`config.mk`:
```
export PLATFORM = sky130hd
export DESIGN_NAME = gp_predictor
export DESIGN_NICKNAME = d
export VERILOG_FILES = /design/src/rtl/gp_pkg.sv /design/src/rtl/gp_index_hash.sv /design/src/rtl/gp_history.sv /design/src/rtl/gp_counter_table.sv /design/src/rtl/gp_predictor.sv
export SDC_FILE = /design/constraint.sdc
export NUM_CORES = 1
export LEC_CHECK = 0
export BUFFER_PORTS_ARGS = -buffer_cell sky130_fd_sc_hd__clkbuf_2
export CORE_MARGIN = 2
export CORE_UTILIZATION = 50
export DETAILED_ROUTE_END_ITERATION = 6
export PLACE_DENSITY_LB_ADDON = 0.2
export SYNTH_ARGS = -nofsm -noshare
export SYNTH_HDL_FRONTEND = slang
export SYNTH_HIERARCHICAL = 1
export SYNTH_SLANG_ARGS = --single-unit
```
`constraint.sdc`:
```
create_clock -name clk -period 4.2 [get_ports clk]
set_input_delay 0.21 -clock clk [delete_from_list [all_inputs] [get_ports clk]]
set_output_delay 0.21 -clock clk [all_outputs]
set_load 0.01 [all_outputs]
```
`src/rtl/gp_pkg.sv`:
```
package gp_pkg;

    typedef logic [1:0] ctr_t;

    localparam ctr_t CTR_MIN    = 2'b00;
    localparam ctr_t CTR_MAX    = 2'b11;
    localparam ctr_t CTR_WEAK_T = 2'b10;

    // one committing branch, as seen by the history and table logic
    typedef struct packed {
        logic valid;
        logic taken;
        logic mispredict;
    } commit_t;

    // saturating step of a direction counter
    function automatic ctr_t ctr_step(ctr_t c, logic taken);
        ctr_t n;
        if (taken) n = (c == CTR_MAX) ? CTR_MAX : c + 2'd1;
        else       n = (c == CTR_MIN) ? CTR_MIN : c - 2'd1;
        return n;
    endfunction

    function automatic logic ctr_dir(ctr_t c);
        return c[1];
    endfunction

endpackage

```
`src/rtl/gp_index_hash.sv`:
```
module gp_index_hash #(
    parameter int PC_W   = 32,
    parameter int HIST_W = 8,
    parameter int ALIGN  = 2
) (
    input  logic [PC_W-1:0]   pc,
    input  logic [HIST_W-1:0] hist,
    output logic [HIST_W-1:0] index
);

    localparam int LO = ALIGN;
    localparam int HI = ALIGN + HIST_W - 1;

    logic unused_pc_bits;
    assign unused_pc_bits = ^{pc[PC_W-1:HI+1], pc[LO-1:0]};

    assign index = hist ^ pc[HI:LO];

endmodule

```
`src/rtl/gp_history.sv`:
```
module gp_history
    import gp_pkg::*;
#(
    parameter int HIST_W = 8
) (
    input  logic              clk,
    input  logic              rst,
    input  logic              pred_fire,
    input  logic              pred_dir,
    input  commit_t           cmt,
    output logic [HIST_W-1:0] spec_q,
    output logic [HIST_W-1:0] ret_q
);

    logic [HIST_W-1:0] ret_next;
    logic              repair;

    assign ret_next = {ret_q[HIST_W-2:0], cmt.taken};
    assign repair   = cmt.valid && cmt.mispredict;

    always_ff @(posedge clk) begin
        if (rst) begin
            ret_q <= '0;
        end else if (cmt.valid) begin
            ret_q <= ret_next;
        end
    end

    always_ff @(posedge clk) begin
        if (rst) begin
            spec_q <= '0;
        end else if (repair) begin
            spec_q <= ret_next;
        end else if (pred_fire) begin
            spec_q <= {spec_q[HIST_W-2:0], pred_dir};
        end
    end

    // guessed direction enters at the newest end
    a_r4_spec_shift: assert property (@(posedge clk) disable iff (rst)
        (pred_fire && !repair) |=>
            (spec_q[0] == $past(pred_dir)) &&
            (spec_q[HIST_W-1:1] == $past(spec_q[HIST_W-2:0])));

    // after a repair both histories agree
    a_r7_repair_match: assert property (@(posedge clk) disable iff (rst)
        repair |=> (spec_q == ret_q));

    // committed history takes the real outcome
    a_r8_commit_shift: assert property (@(posedge clk) disable iff (rst)
        cmt.valid |=> (ret_q[0] == $past(cmt.taken)) &&
                      (ret_q[HIST_W-1:1] == $past(ret_q[HIST_W-2:0])));

    a_r8_commit_hold: assert property (@(posedge clk) disable iff (rst)
        !cmt.valid |=> $stable(ret_q));

endmodule

```
`src/rtl/gp_counter_table.sv`:
```
module gp_counter_table
    import gp_pkg::*;
#(
    parameter int HIST_W = 8
) (
    input  logic              clk,
    input  logic              rst,
    input  logic [HIST_W-1:0] rd_index,
    output logic              rd_dir,
    input  commit_t           cmt,
    input  logic [HIST_W-1:0] wr_index
);

    localparam int DEPTH = 1 << HIST_W;

    ctr_t cnt_q [DEPTH];

    // read sees the stored value, so a same-cycle update is not visible
    assign rd_dir = ctr_dir(cnt_q[rd_index]);

    always_ff @(posedge clk) begin
        if (rst) begin
            for (int i = 0; i < DEPTH; i++) begin
                cnt_q[i] <= CTR_WEAK_T;
            end
        end else if (cmt.valid) begin
            cnt_q[wr_index] <= ctr_step(cnt_q[wr_index], cmt.taken);
        end
    end

    // increment and ceiling
    a_r5_inc: assert property (@(posedge clk) disable iff (rst)
        (cmt.valid && cmt.taken && cnt_q[wr_index] != CTR_MAX) |=>
            cnt_q[$past(wr_index)] == $past(cnt_q[wr_index]) + 2'd1);

    a_r5_ceiling: assert property (@(posedge clk) disable iff (rst)
        (cmt.valid && cmt.taken && cnt_q[wr_index] == CTR_MAX) |=>
            cnt_q[$past(wr_index)] == CTR_MAX);

    // decrement and floor
    a_r6_dec: assert property (@(posedge clk) disable iff (rst)
        (cmt.valid && !cmt.taken && cnt_q[wr_index] != CTR_MIN) |=>
            cnt_q[$past(wr_index)] == $past(cnt_q[wr_index]) - 2'd1);

    a_r6_floor: assert property (@(posedge clk) disable iff (rst)
        (cmt.valid && !cmt.taken && cnt_q[wr_index] == CTR_MIN) |=>
            cnt_q[$past(wr_index)] == CTR_MIN);

endmodule

```
`src/rtl/gp_predictor.sv`:
```
module gp_predictor
    import gp_pkg::*;
#(
    parameter int PC_W   = 32,
    parameter int HIST_W = 8,
    parameter int ALIGN  = 2
) (
    input  logic              clk,
    input  logic              rst,
    input  logic              pred_valid,
    input  logic [PC_W-1:0]   pred_pc,
    output logic              pred_taken,
    output logic [HIST_W-1:0] pred_index,
    input  logic              ret_valid,
    input  logic [HIST_W-1:0] ret_index,
    input  logic              ret_taken,
    input  logic              ret_mispredict
);

    commit_t           cmt;
    logic [HIST_W-1:0] spec_hist;
    logic [HIST_W-1:0] ret_hist;

    assign cmt = '{valid: ret_valid, taken: ret_taken, mispredict: ret_mispredict};

    gp_index_hash #(.PC_W(PC_W), .HIST_W(HIST_W), .ALIGN(ALIGN)) u_hash (
        .pc    (pred_pc),
        .hist  (spec_hist),
        .index (pred_index)
    );

    gp_counter_table #(.HIST_W(HIST_W)) u_table (
        .clk      (clk),
        .rst      (rst),
        .rd_index (pred_index),
        .rd_dir   (pred_taken),
        .cmt      (cmt),
        .wr_index (ret_index)
    );

    gp_history #(.HIST_W(HIST_W)) u_hist (
        .clk       (clk),
        .rst       (rst),
        .pred_fire (pred_valid),
        .pred_dir  (pred_taken),
        .cmt       (cmt),
        .spec_q    (spec_hist),
        .ret_q     (ret_hist)
    );

    logic unused_ret_hist;
    assign unused_ret_hist = ^ret_hist;

endmodule

```
Yosys cells after proc, flatten, opt, wreduce, memory -nomap -nowiden
Memory sizes are Yosys's and may differ from the RTL's.
Index checks and enable logic that the tools add are counted.
Storage, ports and cells
  bits in registers: 15
  RAM bits: 512
  input port bits: 46
  output and inout bits: 9
  word-level logic and storage cells: 26
  memories kept: 1
Memories
  u_table.cnt_q: words 256, width 2, rd ports 2, clocked after Yosys merged registers in 0, write ports 256, RTL line gp_counter_table.sv:16  | ctr_t cnt_q [DEPTH];
Cells by class
  add/subtract/negate cells: 2
  equality and inequality tests: 1
  multiplexer cells: 15
  bitwise logic cells: 1
  reductions and logical operators: 4
Operators by type and width (count)
  $mux 8: 3
  $mux 2: 6
  $xor 8x8->8: 1
  $mux 1: 6
  $add 2x1->2 const B: 1
  $eq 2x2->1 const B: 1
  $logic_not 2->1: 1
  $reduce_bool 2->1: 1
  $reduce_or 2->1: 1
  $sub 2x1->2 const B: 1
  $logic_and 1x1->1: 1

Depth between registers and ports, before layout
An unclocked memory read counts as a cell.
  depth after elaboration: 7
  mapped depth: 18
  gate-level depth less buffers: 9

Cells and area by module
Netlist, hierarchy kept.
Modules (own cells, without submodules)
  gp_counter_table: instances 1, cells an instance 2243, area an instance 28014.4 um^2, sequential area each 15374.7 um^2
  gp_history: instances 1, cells an instance 62, area an instance 709.4 um^2, sequential area each 320.3 um^2
  gp_index_hash: instances 1, cells an instance 8, area an instance 70.1 um^2, sequential area each 0.0 um^2

Worst setup path before layout
Ideal clock, no wire load.
  kind: register -> register
  start point: reg u_hist.spec_q[0]
  end point: reg u_hist.spec_q[0]
  arrival: 3.787 ns
  setup slack: 0.286 ns
  stages on the path, launching flop included: 10
  path buffers: 2
  clock period less this slack: 3.914 ns
  cell sequence: dfxtp_1 -> xor2_1 -> clkbuf_1 -> buf_1 -> mux4_2 -> mux4_2 -> mux4_2 -> mux4_2 -> mux2i_1 -> a211oi_1
On the way
  cells in the longest elaborated chain, start to end: 4
RTL lines
  start: declaration: RTL line gp_history.sv:11  | output logic [HIST_W-1:0] spec_q,
  start signal: assignment: RTL line gp_history.sv:33  | spec_q <= ret_next;
  start signal: assignment: RTL line gp_history.sv:35  | spec_q <= {spec_q[HIST_W-2:0], pred_dir};
  $xor 8x8->8: RTL line gp_index_hash.sv:17  | assign index = hist ^ pc[HI:LO];
  named net pred_index[0]: RTL line gp_predictor.sv:13  | output logic [HIST_W-1:0] pred_index,
  $mem_v2 256x2
  named net pred_taken: RTL line gp_predictor.sv:12  | output logic pred_taken,
  $mux 8: RTL line gp_history.sv:34  | end else if (pred_fire) begin
  $mux 8: RTL line gp_history.sv:32  | end else if (repair) begin
The timed path passes the listed nets, and every way through them passes these cells. The select of a mux whose other input is x is not followed.
A chain may end at the register's enable or synchronous reset.

Worst setup path after layout
  start point: reg u_hist.spec_q[0]
  end point: out pred_taken
On the way
  cells in the longest elaborated chain, start to end: 2
RTL lines (RTL line)
  $xor 8x8->8: gp_index_hash.sv:17
  $mem_v2 256x2
  end: declaration: gp_predictor.sv:12
Every way passes these cells.

==> metrics.md <==
| Metric | Value |
|---|---|
| Power per cell area | 380 mW/mm² |
| Max Slew Vio Count | 0 |
| DR WL met3 | 12.2 mm |
| Most frequent cells in the layout | edfxtp_1, nand3_1, nor3_1 |
| Final Hold Vio Count | 0 |
| Post-Syn Instances | 2,310 |
| PortBufs | 30 |
| Finished Core Util | 56.9% |
| Largest net degree at the start of global routing | 80 |
| Buf/Inv on CP | 3 |
| CP Data Required Time | 3990 ps |
| Cell repeated most along the worst path | mux4_2 |
| Clock Skews | 29.0 ps |
| Root buffer cell | clkbuf_16 |
| Vias | 21,600 |
| Initial antenna violation count | 2 |
| Post-DP HPWL | 62.9 mm |
| Ys Warns | 6 |
| Mapped cell area | 0.0288 mm² |
| Detailed Routing Iterations Pass 1 | 5 |
| WL met1 | 35.3 mm |
| Number of nets in the layout | 2,328 |
| Hold slack | 32.9 ps |
| Leak | 10.6 nW |
| RePlAce Congestion | 0.934 |
| Finished Cell Area | 0.0322 mm² |
| Core area | 0.0566 mm² |
| Commonest non-fill, non-tap cell in the layout | edfxtp_1 |
| Worst Hold Class | input pin to flop |
| H-tree levels | 2 |
| Num CTS Buffers | 56 |
| # setup viols final | 0 |
| CP max stage cell | mux4_2 |
| Worst slew margin | 21.2% |
| Vias in the first global route | 21,200 |
| DR WL/cell | 31.9 µm |
| Worst skew pair latency | 630 ps |
| Tot Pwr | 12.2 mW |
| Max FO, Critical Path | 8 |
| Grt ovf | 0 |
| Die H | 244 µm |
| WL met2 | 45.1 mm |
| Cell Chain, Critical Path | xor2_4 -> buf_12 -> buf_16 -> mux4_2 -> mux4_2 -> mux4_2 -> mux4_2 -> buf_6 |
| CP endpoint kind | output pin |
| First-pass GRT wire length | 142 mm |
| Wirelength, routed | 98.2 mm |
| Highest routing layer actually used | met5 |
| Area growth from synthesis to layout | 12.0% |
| CP startpoint kind | flop |
| Initial DRC count | 3,371 |
| Tightest Pin Transition | 1180 ps |
| Status | finished, final reports clean |
| Period utilization | 99.3% |
| Area after DPL | 0.0304 mm² |
| Critical path data arrival time | 3960 ps |
| Die width | 244 µm |
| Total die area | 0.0595 mm² |
| Max Cap Violations | 0 |
| Vias per cell | 7.02 |
| I/O pins | 55 |
| Tmin final | 4170 ps |
| Worst setup path class | flop to output pin |
| Worst stage delay on the critical path | 620 ps |
| CTS Hold Buffers Added | 0 |
| Syn nets | 2,356 |
| Cell Rows | 87 |
| CTS tree | done |
| Unrepaired setup endpoints after global routing | yes |
| Mean post-synth cell area | 12.5 µm² |
| Overall global routing resource usage | 32.8% |
| # DRC | 0 |
| CTS max path bufs | 3 |
| VDD IR-drop max | 314 µV |
| Max Fclk | 240 MHz |
| Num Clock Sinks | 527 |
| Diode count | 0 |
| Layout fillers | 4,628 |
| CTS clk-pin slew, worst paths | 60 ps |
| Initial Util | 50.8% |
| Top delay family on crit path | multiplexers |
| Layout cells sized above 1 | 21.8% |
| Antenna Nets Post-Route | 0 |
[power by group]
| part | switching, mW | internal (mW) |
|---|---|---|
| Combinational | 1.11 | 0.612 |
| Sequential | 0.0394 | 5.85 |
| Clock | 2.06 | 2.57 |
| Total | 3.21 | 9.03 |
[tightest hold or removal path, cell delays in order]
cell and delay (ps):
clkbuf_2 170, nand2_4 150, a211oi_1 80
[flip-flops by register name (all words and copies together), names as in the netlist]
name and flops:
u_hist/ret_q 7, u_hist/spec_q 8, u_table/cnt_q 512
[layout make-up]
type	count	area, µm²	share of cell area, %
inverters	4	15.0	0.0466
well taps	756	946	2.94
multi-input cells	1480	11900	37.1
flip-flops and latches	527	15700	48.7
clock buffers	75	1560	4.83
repair buffers	213	1960	6.10
clock inverters	23	106	0.330
[path summary, 6_finish.rpt]
| kind | from | endpoint | slack [ps] | depth (start not counted) |
|---|---|---|---|---|
| worst max-delay path | u_hist/spec_q[0] | pred_taken | 30 | 8 |
| worst min register to register | u_hist/ret_q[6] | u_hist/ret_q[6] | 500 | 2 |
| worst min-delay path | ret_mispredict | u_hist/spec_q[0] | 30 | 3 |
| worst max register to register | u_table/cnt_q[249][0] | u_table/cnt_q[185][0] | 470 | 10 |
[metrics by stage]
stage	TNS, ps	setup slack (ps)	instances
finish	0	28.8	3078
global route	-2.82	-2.82	3078
CTS	0	3.14	3070
detailed placement	0	249	2968
global placement	0	257	2968
floorplan	0	286	2310
[timing repair]
item | 4_1_cts | 5_1_grt
hold endpoints to repair | 0 | 0
endpoints found under the setup margin | 1 | 1
gates resized for setup | 1 | 5
gates cloned | 0 | 2
setup buffers | 4 | 6
pin swaps | 2 | 1
[metal layers]
metal  global-route usage [%]  up-vias
li1                         -     8885
met1                     43.6    10800
met2                     50.7     1583
met3                     7.84      325
met4                     15.9        4
met5                        0        -
Power figures use the tool's default switching activity.
